**config.mk**
```make
export PLATFORM = sky130hd
export DESIGN_NAME = rng_xor_combiner
export DESIGN_NICKNAME = d
export VERILOG_FILES = /design/src/rtl/rng_mix_pkg.sv /design/src/rtl/osc_capture.sv /design/src/rtl/parity_tree.sv /design/src/rtl/debias_feedback.sv /design/src/rtl/rng_xor_combiner.sv
export SDC_FILE = /design/constraint.sdc
export NUM_CORES = 1
export LEC_CHECK = 0
export ABC_AREA = 1
export CORE_AREA = 2 2 39 41
export DETAILED_ROUTE_END_ITERATION = 8
export DIE_AREA = 0 0 41 43
export DONT_BUFFER_PORTS = 1
export HOLD_SLACK_MARGIN = 0.12
export PLACE_DENSITY = 0.57
export SETUP_SLACK_MARGIN = 0.5
export SYNTH_ARGS = -nofsm -noshare
export SYNTH_HDL_FRONTEND = slang
export SYNTH_SLANG_ARGS = --single-unit
```
**constraint.sdc**
```tcl
create_clock -name clk -period 2.5 [get_ports clk]
set_clock_uncertainty 0.05 [all_clocks]
set_input_delay 0.125 -clock clk [delete_from_list [all_inputs] [get_ports clk]]
set_output_delay 0.125 -clock clk [all_outputs]
set_load 0.005 [all_outputs]
```
**src/rtl/rng_mix_pkg.sv**
```systemverilog
// Shared types for the oscillator parity mixer.
// Assumes: consumer terms are synchronous to the sampling clock.
package rng_mix_pkg;
    localparam int DEFAULT_OSC = 9;

    // Bias-cancelling terms delivered by the serial consumer.
    typedef struct packed {
        logic bit_lsb;
        logic byte_flip;
    } debias_t;
endpackage

```
**src/rtl/osc_capture.sv**
```systemverilog
// Captures every oscillator line into its own flip-flop on one common edge.
// Assumes: lines are asynchronous; downstream logic only sees registered values.
module osc_capture #(
    parameter int NUM_OSC = 9
) (
    input  logic               clk,
    input  logic               rst_n,
    input  logic [NUM_OSC-1:0] osc_i,
    output logic [NUM_OSC-1:0] samp_o
);
    for (genvar g = 0; g < NUM_OSC; g++) begin : g_cap
        // Sample one oscillator line per clock; clear under reset.
        always_ff @(posedge clk) begin
            if (!rst_n) samp_o[g] <= 1'b0;
            else        samp_o[g] <= osc_i[g];
        end
    end
endmodule

```
**src/rtl/parity_tree.sv**
```systemverilog
// Balanced XOR reduction of registered samples, padded to a power of two.
// Assumes: inputs are registered, so no glitch reaches a storage element.
module parity_tree #(
    parameter int WIDTH = 9
) (
    input  logic [WIDTH-1:0] bits_i,
    output logic             par_o
);
    localparam int LEVELS = (WIDTH > 1) ? $clog2(WIDTH) : 1;
    localparam int LEAVES = 1 << LEVELS;
    localparam int NODES  = 2 * LEAVES - 1;

    logic [NODES-1:0] node;

    for (genvar l = 0; l < LEAVES; l++) begin : g_leaf
        if (l < WIDTH) begin : g_used
            assign node[LEAVES - 1 + l] = bits_i[l];
        end else begin : g_pad
            assign node[LEAVES - 1 + l] = 1'b0;
        end
    end

    for (genvar n = 0; n < LEAVES - 1; n++) begin : g_inner
        assign node[n] = node[2*n + 1] ^ node[2*n + 2];
    end

    assign par_o = node[0];
endmodule

```
**src/rtl/debias_feedback.sv**
```systemverilog
// Output register: folds parity and consumer terms into the held bit.
// Assumes: consumer terms change only on bit and byte boundaries.
module debias_feedback
    import rng_mix_pkg::*;
(
    input  logic    clk,
    input  logic    rst_n,
    input  logic    par_i,
    input  debias_t terms_i,
    output logic    bit_o
);
    logic invert;

    // Decide whether the held bit is inverted this cycle.
    always_comb invert = par_i ^ terms_i.bit_lsb ^ terms_i.byte_flip;

    // Keep or invert the held random bit; clear under reset.
    always_ff @(posedge clk) begin
        if (!rst_n) bit_o <= 1'b0;
        else        bit_o <= bit_o ^ invert;
    end
endmodule

```
**src/rtl/rng_xor_combiner.sv**
```systemverilog
// Top: sample oscillators, reduce by XOR, debias with feedback, register.
// Assumes: osc_i asynchronous; bit_lsb_i and byte_flip_i synchronous to clk.
module rng_xor_combiner
    import rng_mix_pkg::*;
#(
    parameter int NUM_OSC = DEFAULT_OSC
) (
    input  logic               clk,
    input  logic               rst_n,
    input  logic [NUM_OSC-1:0] osc_i,
    input  logic               bit_lsb_i,
    input  logic               byte_flip_i,
    output logic               rnd_o
);
    logic [NUM_OSC-1:0] samp;
    logic               par;
    debias_t            terms;

    // Bundle consumer terms.
    always_comb begin
        terms.bit_lsb   = bit_lsb_i;
        terms.byte_flip = byte_flip_i;
    end

    osc_capture #(.NUM_OSC(NUM_OSC)) u_cap (
        .clk(clk), .rst_n(rst_n), .osc_i(osc_i), .samp_o(samp)
    );

    parity_tree #(.WIDTH(NUM_OSC)) u_tree (
        .bits_i(samp), .par_o(par)
    );

    debias_feedback u_fb (
        .clk(clk), .rst_n(rst_n), .par_i(par), .terms_i(terms), .bit_o(rnd_o)
    );
endmodule

```
Word level (Yosys, flattened, before mapping)
Index checks and enable logic that the tools add are counted.
Widths: inputs -> output; s select.

word-level totals
  bits in writable memories = 0
  bits in read-only memories = 0
  latch bits = 0
  register bits after elaboration = 10
  memories kept = 0

cells by class
  shift operators = 0
  div/mod/pow operators = 0
  eq/ne operators = 0
  muxes and demuxes = 0
  reduce and logical (&&, ||, !) cells = 0
  add/subtract/negate cells = 0
  $lt $le $gt $ge = 0
  bitwise operators = 11
  $mul = 0

operators with widths
  operator     number
  $xor 1x1->1  11

Logic depth before layout (Yosys ltp)
  depth in word-level cells = 7
  mapped depth = 10

By module
A second synthesis with hierarchy kept.

second synthesis, totals
  cell total of the unflattened synthesis = 87
  area total of the unflattened synthesis = 523.0 um^2

modules (own cells, without submodules)
  module           seq. area each (um^2)  instances  area an instance (um^2)  cells an instance
  osc_capture      180.2                  1          259.0                    28
  parity_tree      0.0                    1          163.9                    38
  debias_feedback  20.0                   1          100.1                    21

Least setup slack after synthesis
Ideal clock, no wire load.

  kind = register to register
  start point = register u_cap.samp_o[7]
  end point = register u_fb.bit_o
  setup time = 0.113 ns
  setup slack = 1.518 ns
  cell stages (with the launch flop) = 9
  data required time = 2.337 ns
  arrival = 0.819 ns
  cell sequence = dfxtp_1 nor2_1 inv_1 nand2_1 nand2_1 nand3_1 nand2_2 nor2_1 nor2_1

between the ends
  word-level cells in the longest chain between the ends = 7

RTL lines
  item                               line                   RTL
  from (decl)                        osc_capture.sv:9       output logic [NUM_OSC-1:0] samp_o
  from (signal, indexed assignment)  osc_capture.sv:15      else samp_o[g] <= osc_i[g];
  $xor 1x1->1 (4 in a row)           parity_tree.sv:24      assign node[n] = node[2*n + 1] ^ node[2*n + 2];
  $xor 1x1->1 (2 in a row)           debias_feedback.sv:15  always_comb invert = par_i ^ terms_i.bit_lsb ^ terms_i.byte_flip;
  $xor 1x1->1                        debias_feedback.sv:20  else bit_o <= bit_o ^ invert;
  to (signal assigned)               debias_feedback.sv:20
  to (decl)                          debias_feedback.sv:10  output logic bit_o

Every way passes these cells.
A chain may end at the register's enable or synchronous reset.

Worst setup path after layout
  start point = input port rst_n
  end point = register u_cap.samp_o[8]

RTL lines
  item         line                   RTL
  from (decl)  rng_xor_combiner.sv:9  input logic rst_n,

No word-level cell between the ends.

==> results.md <==
* H-Tree Depth at 1
* Hold_ws at 0.208 ns
* Syn avg cell area at 6.32 µm²
* GRT Total Usage at 11.7%
* Distinct cell type count after synthesis at 11
* Clk Latency, worst-skew pair at 0.27 ns
* Share of layout cells above drive strength 1 at 8.99%
* Vias at 430
* Pre-CTS setup slack at 1.43 ns
* Worst EP arrival at 1.55 ns
* TritonRoute pass-1 iters at 4
* #FFs+latches synth at 10
* Setup violations, final at 0
* Worst Setup Path Type: in -> reg
* Placer Congestion at 0.635
* Power per Cell Area at 621 nW/µm²
* Hpwl dp at 549 µm
* Number of global-route vias before repair at 382
* TritonCTS clock tree: built
* Crit path time final at 1.39 ns
* CP Max Fanout at 10
* Area delta synth->final at 29.7%
* Max cap viols at 0
* Worst Hold Class: in -> reg
* Lkg Pwr at 0.374 nW
* Synthesized area at 480 µm²
* Max-slew violations at 0
* Largest net degree at the start of global routing at 11
* Ant. Diodes at 0
* GR Overflow Total at 0
* Setup crit start kind: primary input
* PostCTS Resize Cnt at 0
* I/O pins at 14
* Worst Max-Slew Pin Slew at 0.332 ns
* Max Freq at 722 MHz
* Core Area at 1380 µm²
* Crit path capture type: flop
* Final Hold Vio Count at 0
* RSZ-0062 raised after global routing: no
* Bufs on Longest Clock Path at 2
* Clock transition at path regs at 0.07 ns
* Status: finished, final reports clean
* Clock sink count at 10
* Total wire length at 758 µm
* Synthesis Warnings at 0
* # fillers at 141
* FP Rows at 14
* CP required at 2.67 ns
* DIE AREA at 1760 µm²
* Final setup TNS at 0 ns
* Chip width at 41 µm
* Starting Density at 34.7%
* Setup bufs post-CTS at 0
* First-pass GRT wire length at 1350 µm
* Slew margin rel. at 77.8%
* Initial antenna violation count at 0
* Nets at 103
* Root Buffer: clkbuf_4
* Via/cell ratio at 4.10
* Register area share after synthesis at 41.7%
* IO buf count at 0
* Fin crit share at 55.4%
* Reg2reg setup slack at 1.44 ns
* Worst hold path cell count at 5
* Final Worst Setup Slack at 1.11 ns
* # DRC at 0
* DR iter-0 viols at 3
* Inserted Clock Buffers at 3
* Worst VDD drop at 0.000309 V
* Die Height at 43 µm
* Routed Antenna Nets at 0
* Synthesized Nets at 89
* Synthesized instance count at 76
* Reg2Reg Depth at 10
* Wire per inst at 7.22 µm
## final timing paths
path,from,endpoint
worst min register to register,u_cap.samp_o[0],u_fb.bit_o
worst max register to register,u_cap.samp_o[2],u_fb.bit_o
worst max-delay path,rst_n,u_cap.samp_o[8]
worst min-delay path,byte_flip_i,u_fb.bit_o
## stage by stage
stage / util (%) / cells / instance area, µm² / power [mW]
6_report: 45.0 / 105 / 623 / 0.387
5_1_grt: 45.0 / 105 / 623 / 0.416
4_1_cts: 45.0 / 105 / 623 / 0.393
3_5_place_dp: 35.2 / 91 / 487 / 0.233
3_3_place_gp: 35.2 / 91 / 487 / 0.230
2_1_floorplan: - / 76 / 480 / 0.229
## metal layers
metal | vias up | part of all wire (%) | global-route usage (%)
met3 | 2 | 3.7 | 3.14
met2 | 12 | 53 | 19.1
met5 | - | 0 | 0
li1 | 240 | - | -
met1 | 176 | 42 | 11.0
met4 | 0 | 1.1 | 10.0
## flip-flops by register name (all words and copies together), names as in the netlist
name	cells
u_cap.samp_o	9
u_fb.bit_o	1
## kinds of logic (layout without fill, tap and decap cells)
kind of cell           Yosys count  after routing  share of synthesized area, %
flip-flops                      10             10                          41.7
AND/OR/NAND/NOR                 43             43                          37.2
buffers and inverters           22             35                          19.3
XOR/XNOR                         1              1                          1.82
## cells in the mapped netlist
master | instances | area [µm²]
nand3_1 | 4 | 20.0
nand3b_1 | 1 | 7.51
clkbuf_8 | 1 | 13.8
nand2_1 | 32 | 120
nand3_2 | 1 | 10.0
nor2_1 | 4 | 15.0
xnor2_1 | 1 | 8.76
dfxtp_1 | 10 | 200
inv_2 | 2 | 7.51
inv_1 | 19 | 71.3
nand2_2 | 1 | 6.26
## final cells by class
class / count / area (µm²) / share of cell area, %
clock buffers: 4 / 36.3 / 5.82
multi-input cells: 44 / 188 / 30.1
well taps: 16 / 20.0 / 3.21
flip-flops and latches: 10 / 200 / 32.1
inverters: 21 / 78.8 / 12.7
repair buffers: 10 / 100 / 16.1
## where the power goes
group / switching, mW / internal, mW / total (mW) / leakage, nW
Sequential: 0.00660 / 0.171 / 0.177 / 0.0834
Combinational: 0.0331 / 0.0320 / 0.0652 / 0.270
Clock: 0.0564 / 0.0884 / 0.145 / 0.0210
## cell usage in the layout, fill, tap and decap left out
cell type and count:
clkbuf_8 1, dlygate4sd3_1 10, nand2_1 32, nand3_1 4, nand3_2 1, inv_2 2
inv_1 19, nor2_1 4, nand2_2 1, clkbuf_4 3, dfxtp_1 10, nand3b_1 1
xnor2_1 1
## critical path, cell delays in order
cell,delay (ns)
dlygate4sd3_1,0.73
nand2_1,0.07
dlygate4sd3_1,0.57
inv_1,0.05
## timing repair
action / in CTS / in global routing
endpoints found under the setup margin: 0 / 0
endpoints found under the hold margin: 10 / 0
hold buffers: 10 / 0
No activity file was read; power rests on OpenSTA's default activity.
